[config.mk]
export PLATFORM = sky130hd
export DESIGN_NAME = gpio_multiport
export DESIGN_NICKNAME = d
export VERILOG_FILES = /design/src/rtl/gpio_mp_pkg.sv /design/src/rtl/gpio_sync2.sv /design/src/rtl/gpio_setclr_bank.sv /design/src/rtl/gpio_multiport.sv
export SDC_FILE = /design/constraint.sdc
export NUM_CORES = 1
export LEC_CHECK = 0
export CAP_MARGIN = 15
export CORE_UTILIZATION = 60
export CTS_CLUSTER_SIZE = 12
export DETAILED_ROUTE_END_ITERATION = 6
export DONT_BUFFER_PORTS = 1
export HOLD_SLACK_MARGIN = 0.08
export PLACE_DENSITY = 0.76
export SYNTH_ARGS = -nofsm -noshare
export SYNTH_HDL_FRONTEND = slang
export SYNTH_HIERARCHICAL = 1
export SYNTH_SLANG_ARGS = --single-unit
[constraint.sdc]
create_clock -name clk -period 2.2 [get_ports clk]
set_input_delay 0.44 -clock clk [delete_from_list [all_inputs] [get_ports clk]]
set_output_delay 0.44 -clock clk [all_outputs]
set_load 0.05 [all_outputs]
[src/rtl/gpio_mp_pkg.sv]
package gpio_mp_pkg;

    localparam int WORD_W = 32;
    localparam int NPORT  = 4;
    localparam int PSEL_W = $clog2(NPORT);
    localparam int CODE_W = 3;
    localparam int ADDR_W = PSEL_W + CODE_W;

    localparam int P0_W = 8;
    localparam int P1_W = 24;
    localparam int P2_W = 13;

    localparam int P3_GPO_W       = 24;
    localparam int P3_GPI_W       = 26;
    localparam int P3_BIO_W       = 6;
    localparam int P3_BIO_OUT_LSB = 25;
    localparam int P3_BIO_IN_LSB  = 10;
    localparam int P3_GPI_LO_W    = P3_BIO_IN_LSB;
    localparam int P3_GPI_HI_W    = P3_GPI_W - P3_GPI_LO_W;

    typedef enum logic [CODE_W-1:0] {
        RC_OUT_SET  = 3'd0,
        RC_OUT_CLR  = 3'd1,
        RC_DIR_SET  = 3'd2,
        RC_DIR_CLR  = 3'd3,
        RC_DIR_STAT = 3'd4,
        RC_OUT_STAT = 3'd5,
        RC_IN_STAT  = 3'd6,
        RC_RSVD     = 3'd7
    } regcode_e;

    function automatic logic [WORD_W-1:0] low_ones(input int n);
        logic [WORD_W-1:0] r;
        for (int i = 0; i < WORD_W; i++) r[i] = (i < n);
        return r;
    endfunction

    function automatic logic [WORD_W-1:0] out_mask(input int p);
        case (p)
            0:       return low_ones(P0_W);
            1:       return low_ones(P1_W);
            2:       return low_ones(P2_W);
            default: return low_ones(P3_GPO_W) | (low_ones(P3_BIO_W) << P3_BIO_OUT_LSB);
        endcase
    endfunction

    function automatic logic [WORD_W-1:0] dir_mask(input int p);
        if (p == NPORT - 1) return low_ones(P3_BIO_W) << P3_BIO_OUT_LSB;
        return out_mask(p);
    endfunction

endpackage

[src/rtl/gpio_sync2.sv]
module gpio_sync2 #(
    parameter int W = 8
) (
    input  logic         clk,
    input  logic         rst_n,
    input  logic [W-1:0] d,
    output logic [W-1:0] q
);

    typedef struct packed {
        logic [W-1:0] s1;
        logic [W-1:0] s2;
    } sync_t;

    sync_t st_d, st_q;

    always_comb begin
        st_d    = st_q;
        st_d.s1 = d;
        st_d.s2 = st_q.s1;
    end

    always_ff @(posedge clk or negedge rst_n) begin
        if (!rst_n) st_q <= '0;
        else        st_q <= st_d;
    end

    assign q = st_q.s2;

endmodule

[src/rtl/gpio_setclr_bank.sv]
module gpio_setclr_bank #(
    parameter int          W    = 32,
    parameter logic [W-1:0] MASK = '1
) (
    input  logic         clk,
    input  logic         rst_n,
    input  logic         set_we,
    input  logic         clr_we,
    input  logic [W-1:0] wdata,
    output logic [W-1:0] q
);

    typedef struct packed {
        logic [W-1:0] bits;
    } bank_t;

    bank_t st_d, st_q;
    logic [W-1:0] wmask;

    always_comb begin
        wmask = wdata & MASK;
        st_d  = st_q;
        if (set_we) st_d.bits = st_d.bits | wmask;
        if (clr_we) st_d.bits = st_d.bits & ~wmask;
    end

    always_ff @(posedge clk or negedge rst_n) begin
        if (!rst_n) st_q <= '0;
        else        st_q <= st_d;
    end

    assign q = st_q.bits;


    set_takes_chk: assert property (@(posedge clk) disable iff (!rst_n)
        (set_we && !clr_we) |=> ((q & $past(wdata & MASK)) == $past(wdata & MASK)));


    clr_takes_chk: assert property (@(posedge clk) disable iff (!rst_n)
        clr_we |=> ((q & $past(wdata & MASK)) == '0));


    idle_hold_chk: assert property (@(posedge clk) disable iff (!rst_n)
        (!set_we && !clr_we) |=> $stable(q));

endmodule

[src/rtl/gpio_multiport.sv]
module gpio_multiport
    import gpio_mp_pkg::*;
(
    input  logic                 clk,
    input  logic                 rst_n,
    input  logic [ADDR_W-1:0]    bus_addr,
    input  logic                 bus_we,
    input  logic [WORD_W-1:0]    bus_wdata,
    output logic [WORD_W-1:0]    bus_rdata,
    input  logic [P0_W-1:0]      p0_pad_i,
    output logic [P0_W-1:0]      p0_pad_o,
    output logic [P0_W-1:0]      p0_pad_oe,
    input  logic [P1_W-1:0]      p1_pad_i,
    output logic [P1_W-1:0]      p1_pad_o,
    output logic [P1_W-1:0]      p1_pad_oe,
    input  logic [P2_W-1:0]      p2_pad_i,
    output logic [P2_W-1:0]      p2_pad_o,
    output logic [P2_W-1:0]      p2_pad_oe,
    input  logic [P3_GPI_W-1:0]  p3_gpi_i,
    output logic [P3_GPO_W-1:0]  p3_gpo_o,
    input  logic [P3_BIO_W-1:0]  p3_bio_i,
    output logic [P3_BIO_W-1:0]  p3_bio_o,
    output logic [P3_BIO_W-1:0]  p3_bio_oe
);

    logic [PSEL_W-1:0] port_sel;
    regcode_e          code;

    assign port_sel = bus_addr[ADDR_W-1:CODE_W];
    assign code     = regcode_e'(bus_addr[CODE_W-1:0]);

    logic [NPORT-1:0][WORD_W-1:0] out_q;
    logic [NPORT-1:0][WORD_W-1:0] dir_q;
    logic [NPORT-1:0][WORD_W-1:0] raw_in;
    logic [NPORT-1:0][WORD_W-1:0] in_q;

    for (genvar g = 0; g < NPORT; g++) begin : g_port
        logic hit;
        assign hit = bus_we && (port_sel == PSEL_W'(g));

        gpio_setclr_bank #(.W(WORD_W), .MASK(out_mask(g))) u_out (
            .clk    (clk),
            .rst_n  (rst_n),
            .set_we (hit && (code == RC_OUT_SET)),
            .clr_we (hit && (code == RC_OUT_CLR)),
            .wdata  (bus_wdata),
            .q      (out_q[g])
        );

        gpio_setclr_bank #(.W(WORD_W), .MASK(dir_mask(g))) u_dir (
            .clk    (clk),
            .rst_n  (rst_n),
            .set_we (hit && (code == RC_DIR_SET)),
            .clr_we (hit && (code == RC_DIR_CLR)),
            .wdata  (bus_wdata),
            .q      (dir_q[g])
        );
    end

    assign raw_in[0] = {{(WORD_W-P0_W){1'b0}}, p0_pad_i};
    assign raw_in[1] = {{(WORD_W-P1_W){1'b0}}, p1_pad_i};
    assign raw_in[2] = {{(WORD_W-P2_W){1'b0}}, p2_pad_i};
    assign raw_in[3] = {p3_gpi_i[P3_GPI_W-1:P3_GPI_LO_W], p3_bio_i, p3_gpi_i[P3_GPI_LO_W-1:0]};

    gpio_sync2 #(.W(NPORT*WORD_W)) u_sync (
        .clk   (clk),
        .rst_n (rst_n),
        .d     (raw_in),
        .q     (in_q)
    );

    always_comb begin
        bus_rdata = '0;
        case (code)
            RC_DIR_STAT: bus_rdata = dir_q[port_sel];
            RC_OUT_STAT: bus_rdata = out_q[port_sel];
            RC_IN_STAT:  bus_rdata = in_q[port_sel];
            default:     bus_rdata = '0;
        endcase
    end

    assign p0_pad_o  = out_q[0][P0_W-1:0];
    assign p0_pad_oe = dir_q[0][P0_W-1:0];
    assign p1_pad_o  = out_q[1][P1_W-1:0];
    assign p1_pad_oe = dir_q[1][P1_W-1:0];
    assign p2_pad_o  = out_q[2][P2_W-1:0];
    assign p2_pad_oe = dir_q[2][P2_W-1:0];
    assign p3_gpo_o  = out_q[3][P3_GPO_W-1:0];
    assign p3_bio_o  = out_q[3][P3_BIO_OUT_LSB +: P3_BIO_W];
    assign p3_bio_oe = dir_q[3][P3_BIO_OUT_LSB +: P3_BIO_W];


    outstate_mirror_chk: assert property (@(posedge clk) disable iff (!rst_n)
        (bus_addr == {PSEL_W'(0), RC_OUT_STAT}) |-> (bus_rdata[P0_W-1:0] == p0_pad_o));


    bio_dir_mirror_chk: assert property (@(posedge clk) disable iff (!rst_n)
        (bus_addr == {PSEL_W'(3), RC_DIR_STAT}) |-> (bus_rdata[P3_BIO_OUT_LSB +: P3_BIO_W] == p3_bio_oe));


    unmapped_zero_chk: assert property (@(posedge clk) disable iff (!rst_n)
        (bus_addr == {PSEL_W'(2), RC_OUT_STAT}) |-> (bus_rdata[WORD_W-1:P2_W] == '0));

endmodule

==> summary.txt, run 1 <==
crit start category = flip-flop
Synth Instances = 1122
Crit Path Max Fanout = 2
cells along the critical path = mux4_2 > nor2b_4 > o31ai_2 > buf_6
Area Growth Syn to Fin = 24.03%
most common cell after layout, fill and taps aside = dfrtp_1
share of cells above drive strength 1 = 31.65%
post-synthesis cell type count = 31
multi-input logic area = 5707 um2
CTS tree = done
layer with the highest usage = met2
cell family with the largest share of critical-path delay = multiplexers
# setup viols final = 17
first-pass GRT wire length = 61.52 mm
Slew Limit Headroom = 24.37%
RR Startpoint = g_port[3].u_dir/q[30]
Post-Route WL = 42.38 mm
floorplan row count = 59
final worst slack = -0.09346 ns
Tcrit/Tclk final = 104.2%
PD cells = 954.6 nW/um2
vias per inst = 5.663
worst clock skew = 0.01089 ns
DRC viols = 0
Detailed Place HPWL = 23.86 mm
Critical Path AT = 1.85 ns
Die Wd = 164.9 um
largest stage delay on the critical path = 0.52 ns
Num Clock Sinks = 382
critical path's slowest cell = mux4_2
Register Area = 9559 um2
P_leak = 8.992 nW
hold buffers post-CTS = 107
Routed Antenna Nets = 0
GR Util met1 = 37.35%
HP Class = primary input to asynchronous set/reset pin
# IOs = 275
Filler cells = 1511
Starting Density = 61.06%
pin count of the biggest net entering global routing = 383
met3 usage = 9.442%
vias in the first global route = 11043
commonest non-fill, non-tap cells in the layout = 382 x dfrtp_1, 220 x a21oi_1, 181 x conb_1, 173 x buf_4, 107 x dlygate4sd3_1
CTS root buf = clkbuf_16
initial antenna violation count = 1
total CTS buffers = 40
GR Util met2 = 53.13%
Core Footprint = 26060 um2
R2R depth = 5
WP data required = 1.76 ns
Peak VDD IR = 0.8983 mV
worst setup path category = flip-flop to output port
Vias = 10296
Worst Path Buf+Inv = 1
total track usage = 31.22%
Max Cap Violations = 0
H-tree depth = 2
drt pass-1 iters = 5
gp weighted congestion = 0.8504
worst reg2reg endpoint = g_port[3].u_dir/q[30]
Fin. Hold Viols = 382
r2r setup slk = 1.06 ns
worst skew pair latency = 0.53 ns
#FFs+latches synth = 382
setup_tns = -0.3860 ns
Critical Path End Type = output port
clk slew on worst S/H paths = 0.06 ns
routed len/inst = 23.31 um
fmax = 436.0 MHz
die area = 27180 um2
Period minus WS final = 2.293 ns
GR Overflow Total = 0
outcome = complete, but fails checks
Starting DRT DRC Count = 937
WHS = -0.3737 ns
RSZ-0062 raised after global routing = yes
Synth Warn # = 6
Seq/Total Area, Yosys = 60.07%
DIE HEIGHT = 164.9 um
failing checks = negative hold slack, negative setup slack
syn avg cell area = 14.18 um2
Post-Syn Area = 15910 um2
Final Max Slew Viols = 0
Worst-Margin Slew = 1.134 ns
Buffers on Ports = 0
Clock Path Buffers = 3
Final nets = 1576
==> power breakdown <==
part / internal, mW / switching (mW) / leakage (nW)
logic: 1.65 / 3.04 / 3.84
registers: 7.72 / 0.343 / 4.59
clock network: 3.46 / 2.63 / 0.561
total: 12.8 / 6.01 / 8.99
==> layer usage <==
metal	part of all wire, %	wire length (um)	vias up
met1	37	15720	5338
met2	51	21400	497
met4	2.8	1204	0
met5	0	0	-
met3	9.6	4054	86
li1	-	-	4375
==> final cells by class <==
cell class | instances | area share [%]
diodes | 1 | 0.01268
multi-input cells | 719 | 28.91
flip-flops and latches | 382 | 48.43
clock buffers | 59 | 5.585
repair buffers | 316 | 14.68
clock inverters | 6 | 0.2472
well taps | 335 | 2.124
==> worst reg2reg max path, delay by kind of cell (launching register included) <==
kind / cells / cell delay [ns]
flip-flops: 1 / 0.38
AO/OA/AOI/OAI: 2 / 0.22
buffers and inverters: 3 / 0.43
==> cells in the mapped netlist <==
library cell  count  area share (%)
dfrtp_1         382              60
a21oi_1         220             6.9
buf_4           130             6.1
mux4_2           54             7.6
nand2_1          34            0.80
a21oi_2          32             1.8
o22ai_1          31             1.2
o31ai_2          31             2.4
mux2_1           30             2.1
buf_2            26            0.82
nor2b_2          25             1.4
buf_6            21             1.5
mux2_4           20             1.9
mux2_2           13            0.92
nor2_1           13            0.31
mux4_1           10             1.7
conb_1            9            0.21
nor2b_1           9            0.35
clkbuf_1          6            0.14
buf_12            5            0.63
buf_8             4            0.38
nand2b_1          4            0.16
nor3_1            4            0.13
nand3b_1          2           0.094
a211oi_1          1           0.047
and3b_1           1           0.055
clkbuf_2          1           0.031
nand3_1           1           0.031
nor3b_1           1           0.047
o41ai_2           1            0.10
or2_1             1           0.039
==> stage by stage <==
step | setup slack (ns) | utilization [%] | std cells | total power [mW] | area, um2
after detailed placement | 0.2034 | 66.05 | 1628 | 12.37 | 17210
after CTS | -0.05885 | 75.35 | 1807 | 18.71 | 19640
after floorplan | -0.1387 | - | 1294 | 11.37 | 16650
final | -0.09346 | 75.74 | 1818 | 18.84 | 19740
after global routing | -0.1140 | 75.74 | 1818 | 19.43 | 19740
after global placement | 0.1959 | 66.05 | 1628 | 12.24 | 17210
==> registers in the layout (all words and copies together) (netlist names) <==
register,count
u_sync/q,128
u_sync/st_d,128
g_port.u_dir/q,51
g_port.u_out/q,75
==> kinds of logic after synthesis <==
family	after synthesis	synth area share (%)
AOI/OAI and AO/OA	316	12.49
buffers and inverters	193	9.616
DFF	382	60.07
muxes	127	14.22
other	9	0.2123
and+or+nand+nor	95	3.389
==> how the worst max path moves through the flow <==
stage | depth (start not counted) | slack [ns] | endpoint | from
6_report | 4 | -0.09 | bus_rdata[28] | g_port[3].u_dir/q[28]
5_1_grt | 4 | -0.11 | bus_rdata[28] | g_port[3].u_dir/q[28]
4_1_cts | 4 | -0.06 | bus_rdata[4] | u_sync/q[100]
3_5_place_dp | 5 | 0.20 | bus_rdata[3] | bus_addr[3]
3_3_place_gp | 4 | 0.20 | bus_rdata[9] | bus_addr[3]
2_1_floorplan | 6 | -0.14 | bus_rdata[6] | bus_addr[4]
==> what timing repair did <==
| action | 4_1_cts | 5_1_grt |
|---|---|---|
| endpoints found under the hold margin | 585 | 382 |
| setup endpoints to repair | 32 | 32 |
| gates resized for setup | 47 | 11 |
| setup buffers | 7 | 10 |
| pin swaps | 19 | 12 |
Power figures use the tool's default switching activity.
==> run 2: changes to the inputs <==
--- a/config.mk
+++ b/config.mk
@@ -12,6 +12,7 @@
 export DONT_BUFFER_PORTS = 1
 export HOLD_SLACK_MARGIN = 0.08
 export PLACE_DENSITY = 0.76
+export SKIP_LAST_GASP = 1
 export SYNTH_ARGS = -nofsm -noshare
 export SYNTH_HDL_FRONTEND = slang
 export SYNTH_HIERARCHICAL = 1
==> summary.txt, run 2 (synthesis results as in run 1) <==
Die Wd = 164.9 um
drt pass-1 iters = 5
Post-Route WL = 42.32 mm
die area = 27180 um2
CTS tree = done
Gate power share = 24.9%
worst reg2reg endpoint = g_port[3].u_dir/q[30]
P_sw = 6.011 mW
r2r setup slk = 1.06 ns
Final Max Slew Viols = 0
Routed Antenna Nets = 0
Area Growth Syn to Fin = 24.03%
worst clock skew = 0.009663 ns
Period minus WS final = 2.292 ns
H-tree depth = 2
crit start category = flip-flop
DRC viols = 0
total CTS buffers = 40
final worst slack = -0.09227 ns
worst skew pair latency = 0.52 ns
Tcrit/Tclk final = 104.2%
R2R depth = 5
vias per inst = 5.661
vias in the first global route = 11043
floorplan row count = 59
Buffers on Ports = 0
fmax = 436.3 MHz
initial antenna violation count = 1
PD cells = 954.4 nW/um2
Crit Path Max Fanout = 2
internal power = 12.83 mW
first-pass GRT wire length = 61.52 mm
HP Class = primary input to asynchronous set/reset pin
Critical Path AT = 1.85 ns
hold buffers post-CTS = 107
Starting DRT DRC Count = 911
Clock Path Buffers = 3
Filler cells = 1511
DIE HEIGHT = 164.9 um
Tot Pwr = 18.84 mW
Worst-Margin Slew = 1.002 ns
CTS root buf = clkbuf_16
Place WS = 0.2034 ns
Peak VDD IR = 0.8986 mV
outcome = complete, but fails checks
pin count of the biggest net entering global routing = 383
Num Clock Sinks = 382
final core occ = 75.74%
RSZ-0062 raised after global routing = yes
total track usage = 31.22%
# IOs = 275
post-route cell area = 19740 um2
setup_tns = -0.3822 ns
most common cell after layout, fill and taps aside = dfrtp_1
commonest non-fill, non-tap cells in the layout = 382 x dfrtp_1, 220 x a21oi_1, 181 x conb_1, 173 x buf_4, 107 x dlygate4sd3_1
Placed Cells = 1628
Starting Density = 61.06%
GR Overflow Total = 0
Final nets = 1576
switch share = 31.91%
Core Footprint = 26060 um2
share of cells above drive strength 1 = 31.65%
failing checks = negative hold slack, negative setup slack
WP data required = 1.76 ns
Max Cap Violations = 0
worst setup path category = flip-flop to output port
Slew Limit Headroom = 33.20%
final instance count without filler cells = 1818
Fin. Hold Viols = 382
Clk pwr share = 32.3%
Critical Path End Type = output port
Area after DPL = 17210 um2
P_leak = 8.992 nW
clk slew on worst S/H paths = 0.06 ns
Detailed Place HPWL = 23.86 mm
gp weighted congestion = 0.8504
WHS = -0.3713 ns
# setup viols final = 15
sequential power share = 42.8%
Vias = 10291
RR Startpoint = g_port[3].u_dir/q[30]
routed len/inst = 23.28 um
==> run 2: worst max-delay path by stage <==
| stage | from | to | slack [ns] | cells past startpoint |
|---|---|---|---|---|
| finish | g_port[3].u_dir/q[28] | bus_rdata[28] | -0.09 | 4 |
| global route | g_port[3].u_dir/q[28] | bus_rdata[28] | -0.11 | 4 |
| CTS | u_sync/q[100] | bus_rdata[4] | -0.06 | 4 |
| detailed placement | bus_addr[3] | bus_rdata[3] | 0.20 | 5 |
| global placement | bus_addr[3] | bus_rdata[9] | 0.20 | 4 |
| floorplan | bus_addr[4] | bus_rdata[6] | -0.14 | 6 |
==> run 2: critical path: stages, from the launching register on <==
cell	delay [ns]
dfrtp_1	0.41
mux4_2	0.52
nor2b_4	0.16
o31ai_2	0.08
buf_6	0.16
==> run 2: area by class of cell <==
| cell class | count | area, um2 | share of cell area, % |
|---|---|---|---|
| Sequential cell | 382 | 9559 | 48.43 |
| Multi-Input combinational cell | 719 | 5707 | 28.91 |
| Timing Repair Buffer | 316 | 2898 | 14.68 |
| Clock buffer | 59 | 1102 | 5.585 |
| Tap cell | 335 | 419.2 | 2.124 |
| Clock inverter | 6 | 48.80 | 0.2472 |
| Antenna cell | 1 | 2.502 | 0.01268 |
==> run 2: power groups by stage <==
stage | clock network (mW) | registers, mW | logic, mW
detailed placement | 0 | 8.15 | 4.22
floorplan | 0 | 9.79 | 1.58
CTS | 6.14 | 8.04 | 4.53
global route | 6.43 | 8.12 | 4.88
global placement | 0 | 8.09 | 4.15
finish | 6.09 | 8.06 | 4.69
==> run 2: routing by layer <==
layer  GRT usage, %  part of all wire (%)
met5              0                     0
met4          11.97                   2.9
met3          9.442                   9.6
met2          53.13                    51
met1          37.35                    37
==> run 2: repair_timing <==
action | 4_1_cts | 5_1_grt
pin swaps | 19 | 12
endpoints found under the setup margin | 32 | 32
hold endpoints to repair | 585 | 382
gates resized for setup | 47 | 11
buffers inserted | 7 | 10
==> run 3: changes to the inputs <==
--- a/config.mk
+++ b/config.mk
@@ -6,14 +6,13 @@
 export NUM_CORES = 1
 export LEC_CHECK = 0
 export CAP_MARGIN = 15
-export CORE_UTILIZATION = 60
+export CORE_UTILIZATION = 56
 export CTS_CLUSTER_SIZE = 12
 export DETAILED_ROUTE_END_ITERATION = 6
 export DONT_BUFFER_PORTS = 1
 export HOLD_SLACK_MARGIN = 0.08
-export PLACE_DENSITY = 0.76
+export PLACE_DENSITY = 0.74
 export SKIP_LAST_GASP = 1
 export SYNTH_ARGS = -nofsm -noshare
 export SYNTH_HDL_FRONTEND = slang
-export SYNTH_HIERARCHICAL = 1
 export SYNTH_SLANG_ARGS = --single-unit
==> constraint.sdc (replaced) <==
create_clock -name clk -period 2.1 [get_ports clk]
set_input_delay 0.42 -clock clk [delete_from_list [all_inputs] [get_ports clk]]
set_output_delay 0.42 -clock clk [all_outputs]
set_load 0.05 [all_outputs]
==> summary.txt, run 3 <==
Critical Path AT = 1.97 ns
commonest non-fill, non-tap cells in the layout = 266 x dfrtp_1, 251 x a21oi_1, 147 x buf_4, 112 x dlygate4sd3_1, 34 x mux2i_1
share of cells above drive strength 1 = 29.00%
Period minus WS final = 2.391 ns
worst skew pair latency = 0.54 ns
post-route cell area = 14290 um2
Num Clock Sinks = 280
n_diodes = 0
CTS tree = done
Detailed Place HPWL = 19.56 mm
Buffers on Ports = 0
post-synth top area share = 67.84%
cells along the critical path = mux2_2 > a22o_1 > a222oi_1 > buf_4 > o21ai_4
vias per inst = 6.307
# setup viols final = 15
syn avg cell area = 13.06 um2
GR Overflow Total = 0
Core Footprint = 18020 um2
Final Max Slew Viols = 0
final core occ = 79.27%
Clock Path Buffers = 3
vias in the first global route = 8505
postcts setup bufs = 0
drt pass-1 iters = 6
Starting DRT DRC Count = 620
initial antenna violation count = 0
crit start category = flip-flop
Gate power share = 25.2%
Worst-Margin Slew = 0.6534 ns
sequential power share = 43.7%
most common cell in the netlist = dfrtp_1
#FFs+latches synth = 280
worst clock skew = 0.008895 ns
adder-cell share of the synthesized area = 0%
switch share = 34.82%
Post-Route WL = 33.22 mm
critical path's slowest cell = dfrtp_1
share of synthesized flip-flops with an asynchronous set or reset = 100.0%
worst setup path category = flip-flop to output port
RSZ-0062 raised after global routing = yes
mux contribution to synthesized area = 8.068%
outcome = complete, but fails checks
dominant cell type by area after synthesis = dfrtp_1
setup_tns = -2.227 ns
floorplan row count = 49
Tcrit/Tclk final = 113.9%
Final nets = 1167
DIE HEIGHT = 137.8 um
Fin. Hold Viols = 280
largest stage delay on the critical path = 0.37 ns
Die Wd = 137.8 um
R2R depth = 2
Synth Warn # = 0
largest family of logic cells by synthesized area = compound AO/OA/AOI/OAI gates
top post-synthesis cells by count = 280 x dfrtp_1, 251 x a21oi_1, 36 x mux2i_1
pin count of the biggest net entering global routing = 281
P_sw = 5.345 mW
internal power = 10.00 mW
total track usage = 34.61%
Post-Syn Area = 10330 um2
Crit Path Max Fanout = 1
routed len/inst = 25.59 um
Slew Limit Headroom = 56.44%
simple-gate portion of the synthesized area = 4.494%
CTS root buf = clkbuf_16
HP Class = primary input to asynchronous set/reset pin
failing checks = negative hold slack, negative setup slack
Synth Instances = 791
post-synthesis cell type count = 33
H-tree depth = 1
Peak VDD IR = 0.9430 mV
die area = 18990 um2
gp weighted congestion = 0.8907
# IOs = 275
Synth Flop Type = dfrtp_1
Max Cap Violations = 0
Synth Net Count = 908
post-synthesis compound-gate area fraction = 16.45%
XOR/XNOR share of the synthesized area = 0%
P_leak = 6.336 nW
PD cells = 1074 nW/um2
Place WS = 0.07264 ns
clk slew on worst S/H paths = 0.06 ns
Tot Pwr = 15.35 mW
DRC viols = 0
number of synthesized flops with an enable pin = 0
Seq/Total Area, Yosys = 67.84%
fmax = 418.3 MHz
total CTS buffers = 29
Area after DPL = 12200 um2
WP data required = 1.68 ns
Critical Path End Type = output port
Area Growth Syn to Fin = 38.34%
Clk pwr share = 31.1%
first-pass GRT wire length = 48.30 mm
r2r setup slk = 0.61 ns
most common cell after layout, fill and taps aside = dfrtp_1
WHS = -0.4239 ns
Starting Density = 57.30%
largest cells by area after synthesis = dfrtp_1 68%, a21oi_1 12%, mux2i_1 3.5%
final worst slack = -0.2909 ns
Routed Antenna Nets = 0
Vias = 8187
==> run 3: cell count changes after synthesis, moves of 14 or more <==
cell,before,now
mux2i_1,0,36
buf_4,130,4
buf_6,21,7
mux2_4,20,0
o22ai_1,31,0
nor2b_2,25,0
o31ai_2,31,0
mux4_2,54,16
a21oi_2,32,8
nand2_1,34,19
dfrtp_1,382,280
mux2_1,30,0
a21oi_1,220,251
==> run 3: worst max-delay path by stage <==
| stage | startpoint | end | slack (ns) | cells past startpoint |
|---|---|---|---|---|
| 2_1_floorplan | bus_addr[1] | bus_rdata[25] | -0.15 | 6 |
| 3_3_place_gp | bus_addr[0] | bus_rdata[16] | 0.10 | 7 |
| 3_5_place_dp | bus_addr[0] | bus_rdata[19] | 0.07 | 7 |
| 4_1_cts | u_sync.q[74] | bus_rdata[10] | -0.29 | 5 |
| 5_1_grt | u_sync.q[72] | bus_rdata[8] | -0.35 | 5 |
| 6_report | u_sync.q[75] | bus_rdata[11] | -0.29 | 5 |
==> run 3: layer usage <==
layer  vias to the layer above  global-route usage [%]  part of all wire (%)
met5                         -                       0                     0
met4                         0                   12.74                   4.1
met1                      4121                   43.29                    36
met2                       563                   57.51                    49
li1                       3381                       -                     -
met3                       122                   9.787                    11
==> run 3: logic make-up after synthesis <==
kind of cell	Yosys count
flops	280
mux	62
compound gates	306
buf+inv	57
simple gates	86
==> run 3: layout make-up <==
class                      count  area (um2)
sequential                   280        7024
fill                        1036        3736
multi-input combinational    454        3436
timing repair buffer         283        2661
clock buffer                  46       849.6
tap                          229       286.5
clock inverter                 4       23.77
inverter                       2       7.507
==> run 3: timing repair <==
action	CTS	global route
pin swaps	5	4
gates cloned	0	0
hold buffers	109	3
setup endpoints to repair	21	22
gates resized for setup	26	9
endpoints found under the hold margin	483	283
==> run 3: metrics by stage <==
stage	instances	hold slack, ns
floorplan	791	0.1244
global placement	1137	0.1317
detailed placement	1137	0.1299
CTS	1296	-0.4324
global route	1298	-0.4461
finish	1298	-0.4239
==> run 3: power groups by stage <==
stage	Clock, mW	Combinational [mW]	Sequential [mW]
2_1_floorplan	0	1.05	8.15
3_3_place_gp	0	3.44	6.69
3_5_place_dp	0	3.52	6.75
4_1_cts	4.76	3.78	6.67
5_1_grt	5.03	4.01	6.75
6_report	4.78	3.87	6.70
==> run 3: worst max-delay path, delay by kind of cell (launching register included) <==
| kind | cells | cell delay [ns] |
|---|---|---|
| muxes | 1 | 0.26 |
| DFF | 1 | 0.37 |
| AOI/OAI and AO/OA | 3 | 0.60 |
| buffers and inverters | 1 | 0.19 |
